## src/rtl/bdc_pkg.sv

```systemverilog
`timescale 1ns/1ps
package bdc_pkg;
  localparam logic [31:0] DESC_MAGIC = 32'h4843444D;
  localparam logic [7:0]  DESC_VER   = 8'd1;
  localparam int          HDR_BYTES  = 16;
  localparam logic [31:0] CRC_POLY   = 32'hEDB88320;
  localparam logic [31:0] CRC_INIT   = 32'hFFFFFFFF;

  typedef enum logic [2:0] {
    FC_NONE  = 3'd0,
    FC_MAGIC = 3'd1,
    FC_VER   = 3'd2,
    FC_LEN   = 3'd3,
    FC_CRC   = 3'd4
  } fail_e;

  // One byte through the reflected CRC-32, LSB first.
  function automatic logic [31:0] crc32_step(input logic [31:0] c, input logic [7:0] b);
    logic [31:0] r;
    r = c ^ {24'd0, b};
    for (int i = 0; i < 8; i++) begin
      r = r[0] ? ((r >> 1) ^ CRC_POLY) : (r >> 1);
    end
    return r;
  endfunction
endpackage

```

## src/rtl/bdc_hdr.sv

```systemverilog
`timescale 1ns/1ps
module bdc_hdr #(
  parameter int CNT_W = 18
) (
  input  logic             clk,
  input  logic             rst_n,
  input  logic             take,
  input  logic [CNT_W-1:0] idx,
  input  logic [7:0]       data,
  output logic             magic_hit,
  output logic [31:0]      crc_ref,
  output logic [15:0]      body_len
);
  import bdc_pkg::*;

  logic [23:0] mag_q;
  logic [31:0] crc_q;
  logic [15:0] len_q;

  // The magic word is complete on the byte at index 3.
  assign magic_hit = ({data, mag_q} == DESC_MAGIC);
  assign crc_ref   = crc_q;
  assign body_len  = len_q;

  always_ff @(posedge clk) begin
    if (!rst_n) begin
      mag_q <= '0;
      crc_q <= '0;
      len_q <= '0;
    end else if (take && idx < CNT_W'(HDR_BYTES)) begin
      case (idx[3:0])
        4'd0: mag_q[7:0]   <= data;
        4'd1: mag_q[15:8]  <= data;
        4'd2: mag_q[23:16] <= data;
        4'd4: crc_q[7:0]   <= data;
        4'd5: crc_q[15:8]  <= data;
        4'd6: crc_q[23:16] <= data;
        4'd7: crc_q[31:24] <= data;
        4'd8: len_q[7:0]   <= data;
        4'd9: len_q[15:8]  <= data;
        default: ;
      endcase
    end
  end
endmodule

```

## config.mk

```make
export PLATFORM = sky130hd
export DESIGN_NAME = bdc_hdr
export DESIGN_NICKNAME = d
export VERILOG_FILES = /design/src/rtl/bdc_pkg.sv /design/src/rtl/bdc_hdr.sv
export SDC_FILE = /design/constraint.sdc
export NUM_CORES = 1
export LEC_CHECK = 0
export BUFFER_PORTS_ARGS = -buffer_cell sky130_fd_sc_hd__buf_4
export CAP_MARGIN = 30
export CORE_ASPECT_RATIO = 0.6
export CORE_MARGIN = 4
export CORE_UTILIZATION = 50
export CTS_BUF_LIST = sky130_fd_sc_hd__clkbuf_16
export CTS_CLUSTER_SIZE = 40
export DETAILED_ROUTE_END_ITERATION = 10
export GPL_TIMING_DRIVEN = 0
export HOLD_SLACK_MARGIN = 0.1
export PLACE_DENSITY_LB_ADDON = 0.1
export REMOVE_ABC_BUFFERS = 1
export SKIP_LAST_GASP = 1
export SLEW_MARGIN = 10
export SYNTH_ARGS = -nofsm -noshare
export SYNTH_HDL_FRONTEND = slang
export SYNTH_SLANG_ARGS = --single-unit
```

## constraint.sdc

```tcl
create_clock -name clk -period 1.4 [get_ports clk]
set_input_delay 0.07 -clock clk [delete_from_list [all_inputs] [get_ports clk]]
set_output_delay 0.07 -clock clk [all_outputs]
set_load 0.05 [all_outputs]
```

==> metrics.md, run 1 <==
| Metric | Value |
|---|---|
| Outcome | `complete, but fails checks` |
| Failing checks | `setup timing` |
| PnR worst setup slack | `-277 ps` |
| # rows | `20` |
| Clock Sinks | `72` |
| Worst Skew | `0 ps` |
| Worst slew margin | `48.2%` |
| Distinct cells, synth | `20` |
| CTS clk-pin slew, worst paths | `60 ps` |
| RSZ-0062 raised after global routing | `yes` |
| I/O pin total | `78` |
| Crit path max-delay cell type | `dfxtp_2` |
| Synth Register Bits | `72` |
| Leak pwr | `about 0.0019 uW` |
| CP required | `1330 ps` |
| Register area share after synthesis | `51.8%` |
| Final min period | `1680 ps` |
| Syn Area/Cell | `10.4 um^2` |
| Placed inst area | `0.00336 mm^2` |
| P&R area growth vs syn | `33.9%` |
| FF-to-FF path depth | `2` |
| F_max | `596 MHz` |
| Max-Cap Viols | `0` |
| Max stage delay on crit path | `330 ps` |
| Post-DP HPWL | `about 4.4 mm` |
| Max clock buf depth | `2` |
| Max Slew Vio Count | `0` |
| Endpoint type of the worst setup path | `output pin` |
| Mapped Cells | `268` |
| Commonest non-fill, non-tap cell in the layout | `nand2_1` |
| Reg2Reg Setup Slack | `~710 ps` |
| Initial antenna violation count | `0` |
| Worst slew pin tran | `778 ps` |
| Vias in the first global route | `about 2100` |
| Clk_lat worst skew | `320 ps` |
| Simple-Gate Fraction of Synth Area | `19.4%` |
| Final hold vios | `0` |
| First-pass GRT wire length | `10.6 mm` |
| CP max FO | `2` |
| Hold Path Class | `primary input to flip-flop` |
| ANT nets after route | `0` |
| Power Dens Cells | `1230 mW/mm^2` |
| # setup viols final | `1` |
| WHS Path Cells | `3` |
| Commonest non-fill, non-tap cells in the layout | `81 x nand2_1, 79 x buf_4, 72 x mux2i_1` |
| Layout cell share with drive strength beyond 1 | `30.3%` |
| Worst hold start | `idx[1]` |
| Largest net degree at the start of global routing | `81` |
| Total congestion overflow | `0` |
| Htree depth | `3` |
| Worst hold endpoint | `crc_ref[31]` |
| Die Span X | `between 100 and 150 um` |
| Post-Synth XOR/XNOR Area | `0%` |
| Die ar. | `0.00687 mm^2` |
| Post-Syn Area | `approximately 0.0028 mm^2` |
| Vias post-DR | `roughly 2200` |
| Routed wire per std cell | `15.8 um` |
| 1st-iter DRT viols | `58` |
| Largest family of logic cells by synthesized area | `multiplexers` |
| Core area | `roughly 0.0052 mm^2` |
| Compound-Gate Fraction of Synth Area | `0%` |
| Vias per Instance | `5.24` |
| Crit path DAT | `1610 ps` |
| 1st-pass router iterations | `4` |
| Post-synthesis adder-cell area fraction | `0%` |
| ANT cells | `0` |
| CTS root buf | `clkbuf_16` |
| Final Cell Area | `0.00373 mm^2` |
| GP Congestion | `0.778` |
| Startpoint Class | `flip-flop` |
| Reg2reg start | `mag_q[10]` |
| Final #Nets | `between 300 and 400` |
| CTS tree | `built` |
| Fin crit share | `120%` |
| Placed insts | `398` |
| Non-filler cells in the finished layout | `416` |
| IO buf count | `between 70 and 80` |
| Overall Global Routing Usage | `20.1%` |
| Routed WL | `6.59 mm` |
| Worst hold slack | `233 ps` |
| Worst IR drop on VDD | `0.000708 V` |
| Initial Util | `53.3%` |
| DRC violations left | `0` |
| TritonCTS buffer count | `9` |
| Reg-to-reg endpoint | `mag_q[10]` |
| Die Y | `65.8 um` |
| CP Cell Sequence | `nor4b_4 -> nand4_1 -> nor4_1 -> buf_4` |
| Ys Warns | `0` |
| Crit Path Category | `flip-flop to output pin` |
| Mux contribution to synthesized area | `25.9%` |
how the worst max path moves through the flow:
stage               slack [ps]  startpoint      endpoint
floorplan                 -920    mag_q[8]     magic_hit
global placement          -530     idx[16]  body_len[12]
detailed placement        -570     idx[16]  body_len[14]
global route              -340   mag_q[19]     magic_hit
CTS                       -330    mag_q[1]     magic_hit
finish                    -280    mag_q[8]     magic_hit
worst max-delay path, delay by kind of cell, from the launching register on:
| kind | cells | cell delay [ps] |
|---|---|---|
| buffers and inverters | 1 | 250 |
| flip-flops | 1 | 330 |
| AND/OR/NAND/NOR | 3 | 710 |
registers in the layout, summed over array words and instances (netlist names):
signal    cells
crc_ref      32
mag_q        24
body_len     16
kinds of logic after synthesis:
group	count (synthesis)
flip-flops	72
AND/OR/NAND/NOR	111
buffers and inverters	13
multiplexers	72
repair_timing:
action,4_1_cts,5_1_grt
buffers inserted,2,0
gates resized for setup,2,6
gates cloned,0,0
hold buffers,0,0
pin swaps,4,4
setup endpoints to repair,17,11
layout make-up:
cell class | instances | area, um^2
Clock buffer | 9 | 225
Clock inverter | 7 | 87.6
Fill cell | 397 | 1500
Multi-Input combinational cell | 183 | 1300
Sequential cell | 72 | 1440
Tap cell | 66 | 82.6
Timing Repair Buffer | 79 | 593
metal layers:
layer / GRT usage [%] / share of wire [%]
met4: 6.47 / 0.73
met3: 5.76 / 5.0
met2: 33.9 / 47
met1: 25.2 / 48
met5: 0 / 0
power breakdown:
part / switching (uW) / internal, uW / total [uW]
Combinational: 106 / 67.2 / 174
Sequential: 0.00257 / 2050 / 2050
Clock: 816 / 1540 / 2360
Total: 922 / 3660 / 4580
cells in the mapped netlist:
library cell  number  area share (%)
and2b_1            1            0.27
and4_1             1            0.31
and4_4             1            0.40
buf_12             1            0.72
buf_4              1            0.27
buf_6              2            0.81
clkbuf_1           9             1.2
dfxtp_1           72              52
mux2i_1           72              26
nand2_1           81              11
nand3_2            6             2.2
nand4_1            2            0.45
nand4b_1           3            0.94
nor2_1             3            0.40
nor2b_1            2            0.45
nor3_1             2            0.36
nor4_1             5             1.1
nor4b_1            2            0.63
nor4b_2            1            0.54
or4bb_1            1            0.40
per-stage QoR:
stage	TNS (ps)	power (uW)	setup slack [ps]	util [%]
finish	-277	4580	-277	71.3
global route	-336	4740	-336	71.3
CTS	-325	4610	-325	70.8
detailed placement	-22190	2260	-573	64.3
global placement	-20710	2260	-527	64.3
floorplan	-2590	2140	-916	-
Note: power is estimated with default switching activity, not from simulation.
==> inputs of run 2 (changes only) <==
--- a/config.mk
+++ b/config.mk
@@ -7,9 +7,11 @@
 export LEC_CHECK = 0
 export BUFFER_PORTS_ARGS = -buffer_cell sky130_fd_sc_hd__buf_4
 export CAP_MARGIN = 30
+export CELL_PAD_IN_SITES_DETAIL_PLACEMENT = 1
+export CELL_PAD_IN_SITES_GLOBAL_PLACEMENT = 1
 export CORE_ASPECT_RATIO = 0.6
 export CORE_MARGIN = 4
-export CORE_UTILIZATION = 50
+export CORE_UTILIZATION = 39
 export CTS_BUF_LIST = sky130_fd_sc_hd__clkbuf_16
 export CTS_CLUSTER_SIZE = 40
 export DETAILED_ROUTE_END_ITERATION = 10
==> metrics.md, run 2 (synthesis results as in run 1) <==
| Metric | Value |
|---|---|
| FF-to-FF path depth | `2 (unchanged)` |
| Hold Path Class | `primary input to flip-flop (unchanged)` |
| Psw | `1010 uW (was 922 uW)` |
| Core area | `0.00679 mm^2 (was 0.00523 mm^2)` |
| Fin crit share | `127% (was 120%)` |
| Die Y | `73.5 um (was 65.8 um)` |
| Initial Util | `41.0% (was 53.3%)` |
| 1st-iter DRT viols | `85 (was 58)` |
| I/O pin total | `78 (unchanged)` |
| Final hold vios | `0 (unchanged)` |
| Combinational Power Share | `3.7% (was 3.8%)` |
| CP delay by family, top | `simple AND/OR/NAND/NOR gates (unchanged)` |
| Max stage delay on crit path | `560 ps (was 330 ps)` |
| Worst hold start | `rst_n (was idx[1])` |
| IO buf count | `77 (unchanged)` |
| GP Congestion | `0.699 (was 0.778)` |
| Fillers | `744 (was 397)` |
| Post-DP HPWL | `5.30 mm (was 4.38 mm)` |
| Reg2Reg Setup Slack | `650 ps (was 710 ps)` |
| Failing checks | `setup timing (unchanged)` |
| Worst IR drop on VDD | `0.000614 V (was 0.000708 V)` |
| CTS root buf | `clkbuf_16 (unchanged)` |
| CTS clk-pin slew, worst paths | `60 ps (about the same)` |
| Final min period | `1770 ps (was 1680 ps)` |
| Max clock buf depth | `2 (unchanged)` |
| Worst hold endpoint | `mag_q[17] (was crc_ref[31])` |
| Worst hold slack | `216 ps (was 233 ps)` |
| Final #Nets | `374 (unchanged)` |
| Routed WL | `7.91 mm (was 6.59 mm)` |
| # setup viols final | `1 (unchanged)` |
| Commonest non-fill, non-tap cell in the layout | `nand2_1 (unchanged)` |
| Worst slew margin | `61.0% (was 48.2%)` |
| Non-filler cells in the finished layout | `437 (was 416)` |
| Power Dens Cells | `1280 mW/mm^2 (was 1230 mW/mm^2)` |
| RSZ-0062 raised after global routing | `yes (unchanged)` |
| Outcome | `complete, but fails checks (unchanged)` |
| Crit path DAT | `1700 ps (was 1610 ps)` |
| Clk_lat worst skew | `330 ps (was 320 ps)` |
| Finished Core Util | `56.0% (was 71.3%)` |
| Reg2reg start | `mag_q[15] (was mag_q[10])` |
| Htree depth | `3 (unchanged)` |
| CP Cell Sequence | `or4bb_4 -> nor4_4 -> buf_6 (was nor4b_4 -> nand4_1 -> nor4_1 -> buf_4)` |
| Clock Power Share | `54.2% (was 51.5%)` |
| Overall Global Routing Usage | `19.5% (was 20.1%)` |
| TritonCTS buffer count | `9 (unchanged)` |
| Die ar. | `0.00860 mm^2 (was 0.00687 mm^2)` |
| F_max | `564 MHz (was 596 MHz)` |
| Vias per Instance | `5.05 (was 5.24)` |
| Crit path buf inv count | `1 (unchanged)` |
| ANT cells | `0 (unchanged)` |
| # rows | `23 (was 20)` |
| Final Cell Area | `0.00380 mm^2 (was 0.00373 mm^2)` |
| Switching share of power | `20.7% (was 20.1%)` |
| PnR worst setup slack | `-374 ps (was -277 ps)` |
| Crit Path Category | `flip-flop to output pin (unchanged)` |
| Total congestion overflow | `0 (unchanged)` |
| CP max FO | `2 (unchanged)` |
| Largest net degree at the start of global routing | `81 (unchanged)` |
| Worst slew pin tran | `585 ps (was 778 ps)` |
| Sequential share of power | `42.1% (was 44.7%)` |
| Placed insts | `419 (was 398)` |
| DRC violations left | `0 (unchanged)` |
| Initial antenna violation count | `0 (unchanged)` |
| Clock Sinks | `72 (unchanged)` |
| Reg-to-reg endpoint | `mag_q[15] (was mag_q[10])` |
| Internal | `3860 uW (was 3660 uW)` |
| P&R area growth vs syn | `36.5% (was 33.9%)` |
| Routed wire per std cell | `18.1 um (was 15.8 um)` |
| Commonest non-fill, non-tap cells in the layout | `81 x nand2_1, 77 x buf_4, 72 x mux2i_1 (was 81 x nand2_1, 79 x buf_4, 72 x mux2i_1)` |
| Max reg flops | `32 (unchanged)` |
| Crit path max-delay cell type | `or4bb_4 (was dfxtp_2)` |
| Startpoint Class | `flip-flop (unchanged)` |
| Pre-CTS WS | `-664 ps (was -573 ps)` |
| Hold-fix buffers at CTS | `0 (unchanged)` |
| ANT nets after route | `0 (unchanged)` |
| WHS Path Cells | `3 (unchanged)` |
| Leak pwr | `0.00195 uW (was 0.00191 uW)` |
| Max-Cap Viols | `0 (unchanged)` |
| Vias in the first global route | `2338 (was 2128)` |
| Layout cell share with drive strength beyond 1 | `31.7% (was 30.3%)` |
| 1st-pass router iterations | `4 (unchanged)` |
| Worst Skew | `0 ps (unchanged)` |
| CP required | `1330 ps (about the same)` |
| Endpoint type of the worst setup path | `output pin (unchanged)` |
| Die Span X | `117 um (was 104 um)` |
| Vias post-DR | `2208 (was 2179)` |
| Max Slew Vio Count | `0 (unchanged)` |
| Placed inst area | `0.00339 mm^2 (was 0.00336 mm^2)` |
| First-pass GRT wire length | `12.4 mm (was 10.6 mm)` |
| CTS tree | `built (unchanged)` |
## run 2: worst max-delay path by stage
stage,start,end,slack (ps),cells past startpoint
6_report,mag_q[1],magic_hit,-370,3
5_1_grt,mag_q[1],magic_hit,-430,3
4_1_cts,mag_q[18],magic_hit,-370,4
3_5_place_dp,idx[10],body_len[4],-660,5
3_3_place_gp,idx[10],body_len[11],-550,5
2_1_floorplan,mag_q[8],magic_hit,-920,3
## run 2: stage by stage
| step | TNS, ps | total power (uW) |
|---|---|---|
| final | -374 | 4870 |
| after global routing | -429 | 5010 |
| after CTS | -374 | 4900 |
| after detailed placement | -26660 | 2270 |
| after global placement | -22290 | 2270 |
| after floorplan | -2590 | 2140 |
## run 2: repair_timing
action / CTS / global route
buffers inserted: 2 / 0
resized for setup: 2 / 10
endpoints found under the hold margin: 0 / 0
setup endpoints to repair: 17 / 52
pin swaps: 3 / 2
## run 2: layer usage
metal	part of all wire (%)	vias up	routed length (um)	track usage [%]
met5	0	-	0	0
met4	1.7	0	138	6.87
met3	5.1	13	400	6.91
met2	47	51	3690	31.3
met1	47	1072	3680	24.4
li1	-	1072	-	-
## run 2: power by group through the flow
stage                     Clock, uW  Sequential (uW)  Combinational (uW)
after floorplan                   0             2090                44.4
after global placement            0             2090                 176
final                          2640             2050                 178
after global routing           2770             2050                 193
after CTS                      2670             2050                 179
after detailed placement          0             2090                 177
## run 2: area by class of cell
| cell class | instances | area, um^2 | area share (%) |
|---|---|---|---|
| sequential | 72 | 1450 | 38.0 |
| multi-input combinational | 183 | 1300 | 34.2 |
| timing repair buffer | 79 | 601 | 15.8 |
| clock buffer | 9 | 225 | 5.92 |
| clock inverter | 7 | 120 | 3.16 |
| tap | 87 | 109 | 2.86 |
## run 2: worst min-delay path, cell delays in order
cell     delay [ps]
buf_6           220
nand2_1         140
mux2i_1          60
